[config.mk]
export PLATFORM = sky130hd
export DESIGN_NAME = mstr_sec_gate
export DESIGN_NICKNAME = d
export VERILOG_FILES = /design/src/rtl/gate_pkg.sv /design/src/rtl/gate_verdict.sv /design/src/rtl/gate_irq.sv /design/src/rtl/mstr_sec_gate.sv
export SDC_FILE = /design/constraint.sdc
export NUM_CORES = 1
export LEC_CHECK = 0
export ABC_CLOCK_PERIOD_IN_PS = 1400
export BUFFER_PORTS_ARGS = -buffer_cell sky130_fd_sc_hd__buf_4
export CELL_PAD_IN_SITES_DETAIL_PLACEMENT = 0
export CELL_PAD_IN_SITES_GLOBAL_PLACEMENT = 2
export CORE_ASPECT_RATIO = 1.5
export CORE_MARGIN = 8
export CORE_UTILIZATION = 23
export DETAILED_ROUTE_END_ITERATION = 8
export HOLD_SLACK_MARGIN = 0.08
export PLACE_DENSITY_LB_ADDON = 0.25
export SYNTH_ARGS = -nofsm -noshare
export SYNTH_HDL_FRONTEND = slang
export SYNTH_HIERARCHICAL = 1
export SYNTH_SLANG_ARGS = --single-unit
[constraint.sdc]
create_clock -name clk -period 1.4 [get_ports clk]
set_input_delay 0.14 -clock clk [delete_from_list [all_inputs] [get_ports clk]]
set_output_delay 0.14 -clock clk [all_outputs]
set_load 0.01 [all_outputs]
[src/rtl/gate_pkg.sv]
package gate_pkg;

    typedef enum logic [1:0] {
        V_FWD_SEC  = 2'd0,
        V_FWD_NS   = 2'd1,
        V_BLK_ZERO = 2'd2,
        V_BLK_ERR  = 2'd3
    } verdict_e;

    typedef enum logic [1:0] {
        PH_IDLE  = 2'd0,
        PH_ISSUE = 2'd1,
        PH_WAIT  = 2'd2,
        PH_REPLY = 2'd3
    } phase_e;

endpackage

[src/rtl/gate_verdict.sv]
module gate_verdict
    import gate_pkg::*;
(
    input  logic     exempt,
    input  logic     region_ns,
    input  logic     master_ns,
    input  logic     err_mode,
    output verdict_e verdict
);

    always_comb begin
        if (exempt) begin
            verdict = master_ns ? V_FWD_NS : V_FWD_SEC;
        end else if (region_ns) begin
            verdict = V_FWD_NS;
        end else if (!master_ns) begin
            verdict = V_FWD_SEC;
        end else begin
            verdict = err_mode ? V_BLK_ERR : V_BLK_ZERO;
        end
    end

endmodule

[src/rtl/gate_irq.sv]
module gate_irq (
    input  logic clk,
    input  logic rst_n,
    input  logic set_evt,
    input  logic clr_lvl,
    output logic flag
);

    logic flag_d, flag_q;

    always_comb begin
        // clear dominates, which also suppresses a set in the same cycle
        flag_d = clr_lvl ? 1'b0 : (flag_q | set_evt);
    end

    always_ff @(posedge clk) begin
        if (!rst_n) flag_q <= 1'b0;
        else        flag_q <= flag_d;
    end

    assign flag = flag_q;

endmodule

[src/rtl/mstr_sec_gate.sv]
module mstr_sec_gate
    import gate_pkg::*;
#(
    parameter int AW = 32,
    parameter int DW = 64
) (
    input  logic          clk,
    input  logic          rst_n,
    input  logic          cfg_master_ns,
    input  logic          cfg_block_err,
    input  logic          irq_clr,
    output logic          irq_o,
    input  logic          m_req_valid,
    output logic          m_req_ready,
    input  logic          m_req_write,
    input  logic [1:0]    m_req_size,
    input  logic [AW-1:0] m_req_addr,
    input  logic [DW-1:0] m_req_wdata,
    output logic          m_rsp_valid,
    output logic          m_rsp_err,
    output logic [DW-1:0] m_rsp_rdata,
    output logic [AW-1:0] lk_addr,
    input  logic          lk_exempt,
    input  logic          lk_nonsec,
    output logic          d_req_valid,
    input  logic          d_req_ready,
    output logic          d_req_write,
    output logic [1:0]    d_req_size,
    output logic [AW-1:0] d_req_addr,
    output logic [DW-1:0] d_req_wdata,
    output logic          d_req_secure,
    input  logic          d_rsp_valid,
    input  logic          d_rsp_err,
    input  logic [DW-1:0] d_rsp_rdata
);

    typedef struct packed {
        phase_e        ph;
        logic [AW-1:0] addr;
        logic [1:0]    size;
        logic          wr;
        logic [DW-1:0] wdata;
        logic          sec;
        logic          err;
        logic [DW-1:0] rdata;
    } gate_st_t;

    gate_st_t st_d, st_q;
    verdict_e verdict;
    logic     accept;

    assign lk_addr = m_req_addr;
    assign accept  = (st_q.ph == PH_IDLE) && m_req_valid;

    gate_verdict u_verdict (
        .exempt    (lk_exempt),
        .region_ns (lk_nonsec),
        .master_ns (cfg_master_ns),
        .err_mode  (cfg_block_err),
        .verdict   (verdict)
    );

    gate_irq u_irq (
        .clk     (clk),
        .rst_n   (rst_n),
        .set_evt (accept && (verdict == V_BLK_ERR)),
        .clr_lvl (irq_clr),
        .flag    (irq_o)
    );

    always_comb begin
        st_d = st_q;
        unique case (st_q.ph)
            PH_IDLE: begin
                if (accept) begin
                    st_d.addr  = m_req_addr;
                    st_d.size  = m_req_size;
                    st_d.wr    = m_req_write;
                    st_d.wdata = m_req_wdata;
                    st_d.sec   = (verdict == V_FWD_SEC);
                    st_d.rdata = '0;
                    st_d.err   = (verdict == V_BLK_ERR);
                    if (verdict == V_FWD_SEC || verdict == V_FWD_NS) st_d.ph = PH_ISSUE;
                    else                                             st_d.ph = PH_REPLY;
                end
            end
            PH_ISSUE: begin
                if (d_req_ready) st_d.ph = PH_WAIT;
            end
            PH_WAIT: begin
                if (d_rsp_valid) begin
                    st_d.err   = d_rsp_err;
                    st_d.rdata = d_rsp_rdata;
                    st_d.ph    = PH_REPLY;
                end
            end
            PH_REPLY: begin
                st_d.ph = PH_IDLE;
            end
            default: st_d.ph = PH_IDLE;
        endcase
    end

    always_ff @(posedge clk) begin
        if (!rst_n) begin
            st_q    <= '0;
            st_q.ph <= PH_IDLE;
        end else begin
            st_q <= st_d;
        end
    end

    assign m_req_ready  = (st_q.ph == PH_IDLE);
    assign d_req_valid  = (st_q.ph == PH_ISSUE);
    assign d_req_write  = st_q.wr;
    assign d_req_size   = st_q.size;
    assign d_req_addr   = st_q.addr;
    assign d_req_wdata  = st_q.wdata;
    assign d_req_secure = st_q.sec;
    assign m_rsp_valid  = (st_q.ph == PH_REPLY);
    assign m_rsp_err    = st_q.err;
    assign m_rsp_rdata  = st_q.rdata;

endmodule

* Word level (Yosys, flattened, before mapping)
Cells that the tools add are included.
Word-level totals: word-level logic and storage cells 41, output and inout bits 201, register bits after elaboration 168, input port bits 174
Cells by class: reductions and logical operators 10, muxes and demuxes 12, eq/ne operators 8, bitwise operators 2
Operator list (number):
- 2-to-1 mux 167 bit | 1
- case mux 65 bit (2 select lines) | 1
- 2-to-1 mux 65 bit | 1
- 2-to-1 mux 2 bit | 6
- case mux 2 bit (4 select lines) | 1
- == test 2 bit (second input constant) | 3
- AND reduction 3 bit | 2
- == test 2 x 1 -> 1 bit (second input constant) | 2
- zero test 2 bit | 2
- != test 2 x 1 -> 1 bit (second input constant) | 2
- logical AND 1 bit | 2
- 2-to-1 mux 1 bit | 2
- != test 2 bit (second input constant) | 1
- AND reduction 2 bit | 1
- nonzero test 2 bit | 1
- OR reduction 2 bit | 1
- logical OR 1 bit | 1
- NOT 1 bit | 1
- bitwise OR 1 bit | 1

* Depth between registers and ports, before layout
depth after elaboration 9, depth in mapped cells 8, mapped depth without buffers 6

* Cells and area by module
Netlist, hierarchy kept.
Modules (own cells, without submodules):
- mstr_sec_gate | seq. area each 3343.2 sq um, cells each 943, area each 7851.3 sq um, instances 1
- gate_irq | seq. area each 20.0 sq um, cells each 3, area each 36.3 sq um, instances 1
- gate_verdict | seq. area each 0.0 sq um, cells each 4, area each 26.3 sq um, instances 1

* Worst setup path after synthesis
Ideal clock, no wire load.
kind register to register, from register st_q[166] in the netlist's numbering, to register st_q, in the netlist m_rsp_rdata[62], path buffers 2, stages on the path, launching flop included 8, slack -0.134 ns, setup time 0.072 ns, data required time 1.328 ns, clock period less this slack 1.534 ns, data arrival time 1.462 ns, cells stage by stage dfxtp_1 > inv_1 > ha_1 > and2b_4 > nor2_4 > buf_6 > buf_12 > mux2i_1
Between the ends: cells in the longest elaborated chain, start to end 4, elaborated cells between the ends (all ways) 8, classes of those cells 3 x eq/ne; 1 x mux; 4 x reduce/logical
Ends and longest elaborated chain:
- start, declared | line mstr_sec_gate.sv:48 | gate_st_t st_d, st_q;
- start signal, assigned | line mstr_sec_gate.sv:109 | st_q <= st_d;
- zero test 2 bit | line mstr_sec_gate.sv:53, mstr_sec_gate.sv:73
- logical AND 1 bit | line mstr_sec_gate.sv:53 | assign accept = (st_q.ph == PH_IDLE) && m_req_valid;
- != test 2 x 1 -> 1 bit (no source line)
- AND reduction 3 bit (no source line)
Several ways; a longest one is shown, not always the timed one. A chain may end at the register's enable or synchronous reset.

* Final worst setup path
from register st_q[165] in the netlist's numbering, to register st_q[165] in the netlist's numbering
Same word-level chain as after synthesis.

==> flow_metrics.tcl <==
set metrics [dict create \
    status "complete, but fails checks" \
    violations "negative setup slack" \
    dp_hpwl_um 21080 \
    cp.required_ns 1.74 \
    hold_ws_ns 0.1354 \
    nets 1502 \
    leakage_nw 6.125 \
    grt_pass1_wl_um 44810 \
    rsz0062_at_grt "true" \
    post_drt_wl_per_cell_um 17.84 \
    cp_max_fo 5 \
    antenna_found_initial 1 \
    slowest_stage "or3_4" \
    drive_above_1_share_pct 50.11 \
    synth_mux_area_share_pct 8.269 \
    ys_seq_area_share_pct 42.50 \
    grt_pass1_vias 7512 \
    synth_edf_count 0 \
    yosys_warnings 6 \
    synth-main-ff-cell "dfxtp_1" \
    crit_type "register to register" \
    htree_levels 4 \
    synth_compound_area_share_pct 7.099 \
    initial_core_util_pct 23.23 \
    final.setup_skew_ns 0.01100 \
    clock-sinks 168 \
    dpl_cell_area_um2 9983 \
    drtAntennaViolNets 0 \
    drc 0 \
    maxSlewViolCount 0 \
    gp_congestion 0.7301 \
    dp_slack_ns -0.1959 \
    grt_overflow 0 \
    async_flop_share_pct 0 \
    setup_viol 161 \
    worst_setup_path_start_kind "register" \
    tightest_slew_ns 0.3893 \
    syn_area_um2 7914 \
    ir_drop_v 0.0007283 \
    routed_via_density 4.199 \
    cts-buffers-inserted 17 \
    synth-simple-area-share_pct 18.02 \
    multi_input_area_um2 3694 \
    ctsRootBufferMaster "clkbuf_16" \
    power_density_nw_per_um2 1271 \
    worstPathCellList "inv_8, buf_4, ha_4, and2b_4, or3_4, a211oi_2" \
    cts_buffer_depth 2 \
    fmax_ghz 0.6350 \
    min_period_over_period_pct 112.5 \
    fill_cells 3409 \
    via_count 7394 \
    synth_xor_area_share_pct 0 \
    drtIter0Drc 235 \
    grt_usage_pct 14.23 \
    synthCells 950 \
    synth_cell_type_count 29 \
    grt_max_degree 44 \
    final_cell_mix "buf_4 (388), nand2_1 (178), dfxtp_1 (166)" \
    cap_violations 0 \
    syn_to_final_growth_pct 75.08 \
    max-slew-margin-rel_pct 73.81 \
    hold_viol 0 \
    finalInstanceArea_um2 13860 \
    synth_top_family_by_area "buffers and inverters" \
    io_pins 375 \
    core-area_um2 34060 \
    critPathMaxStageDelay_ns 0.39 \
    clock_latency_ns 0.44 \
    die_area_um2 40720 \
    cts_tree "built" \
    synth_seq_cells 168 \
    portBuffers 374 \
    syn_nets 1130 \
    avgSynthCellArea_um2 8.330 \
    crit_path_end_kind "register" \
    wl_um 31420 \
    setup_slack_ns -0.1748 \
    arrival_ns 1.92 \
    final_common_cell "buf_4" \
    die_w_um 167.5 \
    die_height_um 243.2 \
    fin_crit_ns 1.575 \
    clk_pin_slew_worst_paths_ns 0.07 \
    firstDrtPassIters 4 \
    setup_tns_ns -13.55 \
    synthAdderAreaFrac_pct 0.9486 \
    hp-class "input port to register" \
    row_count 83 \
    regArea_um2 3371 \
]
## state kept, by name, indices dropped and copies added, names as in the netlist
register      cells
u_irq/flag        1
m_rsp_rdata      64
st_q              2
d_req_addr       32
d_req_size        2
d_req_write       1
m_rsp_err         1
d_req_wdata      64
d_req_secure      1
## timing repair
item,4_1_cts,5_1_grt
cloned,7,13
resized for setup,22,252
hold buffers,165,0
pin swaps,4,114
endpoints found under the setup margin,169,170
buffers inserted,7,7
endpoints found under the hold margin,165,0
## power breakdown
group / switching [mW] / internal, mW / total (mW)
clock: 2.15 / 3.04 / 5.18
combinational: 3.28 / 3.70 / 6.97
sequential: 0.243 / 5.22 / 5.46
total: 5.67 / 11.9 / 17.6
## layout make-up
cell class	instances	area share, %
Timing Repair Buffer	606	40.35
Multi-Input combinational cell	525	26.66
Sequential cell	168	24.33
Tap cell	425	3.838
Clock buffer	20	3.450
Clock inverter	12	1.156
Inverter	4	0.2077
Antenna cell	1	0.01806
## worst max-delay path, delay by kind of cell, from the launching register on
kind,cells,cell delay [ns]
and+or+nand+nor,2,0.56
DFF,1,0.37
AOI/OAI and AO/OA,1,0.22
buffers and inverters,2,0.18
adders and majority gates,1,0.15
## cell families after synthesis
family                   count (synthesis)
multiplexers                            65
AND/OR/NAND/NOR                        344
buffers and inverters                  259
flip-flops                             168
AO/OA/AOI/OAI                          108
adder cells (fa/ha/maj)                  6
## Yosys cell counts (4+ instances only)
library cell | number | area (µm²)
a21oi_1 | 101 | 505.5
buf_12 | 5 | 100.1
buf_2 | 20 | 100.1
buf_4 | 197 | 1479
clkbuf_1 | 31 | 116.4
dfxtp_1 | 168 | 3363
ha_1 | 6 | 75.07
inv_1 | 4 | 15.01
mux2i_1 | 64 | 640.6
nand2_1 | 265 | 994.7
nand3_1 | 65 | 325.3
## path summary, 6_finish.rpt
check	startpoint	to	slack [ns]	cells past startpoint
setup reg to reg	st_q[165]	st_q[165]	-0.17	6
hold reg to reg	d_req_wdata[44]	d_req_wdata[44]	0.45	2
setup / recovery	st_q[165]	st_q[165]	-0.17	6
hold / removal	rst_n	st_q[166]	0.14	3
## metrics by stage
step                util (%)  total power, mW  instances
CTS                    37.13            16.58       1742
finish                 40.68            17.62       1761
floorplan                  -            8.661        950
global placement       29.31            10.04       1531
detailed placement     29.31            10.05       1531
global route           40.67            18.57       1760
## per-layer routing
layer / vias to the layer above / GRT usage [%] / wire length [µm]
li1: 3643 / - / -
met1: 3487 / 14.19 / 11030
met2: 226 / 26.38 / 17490
met3: 38 / 4.825 / 1966
met4: 0 / 6.005 / 934
met5: - / 0 / 0
Note: power is estimated with default switching activity, not from simulation.
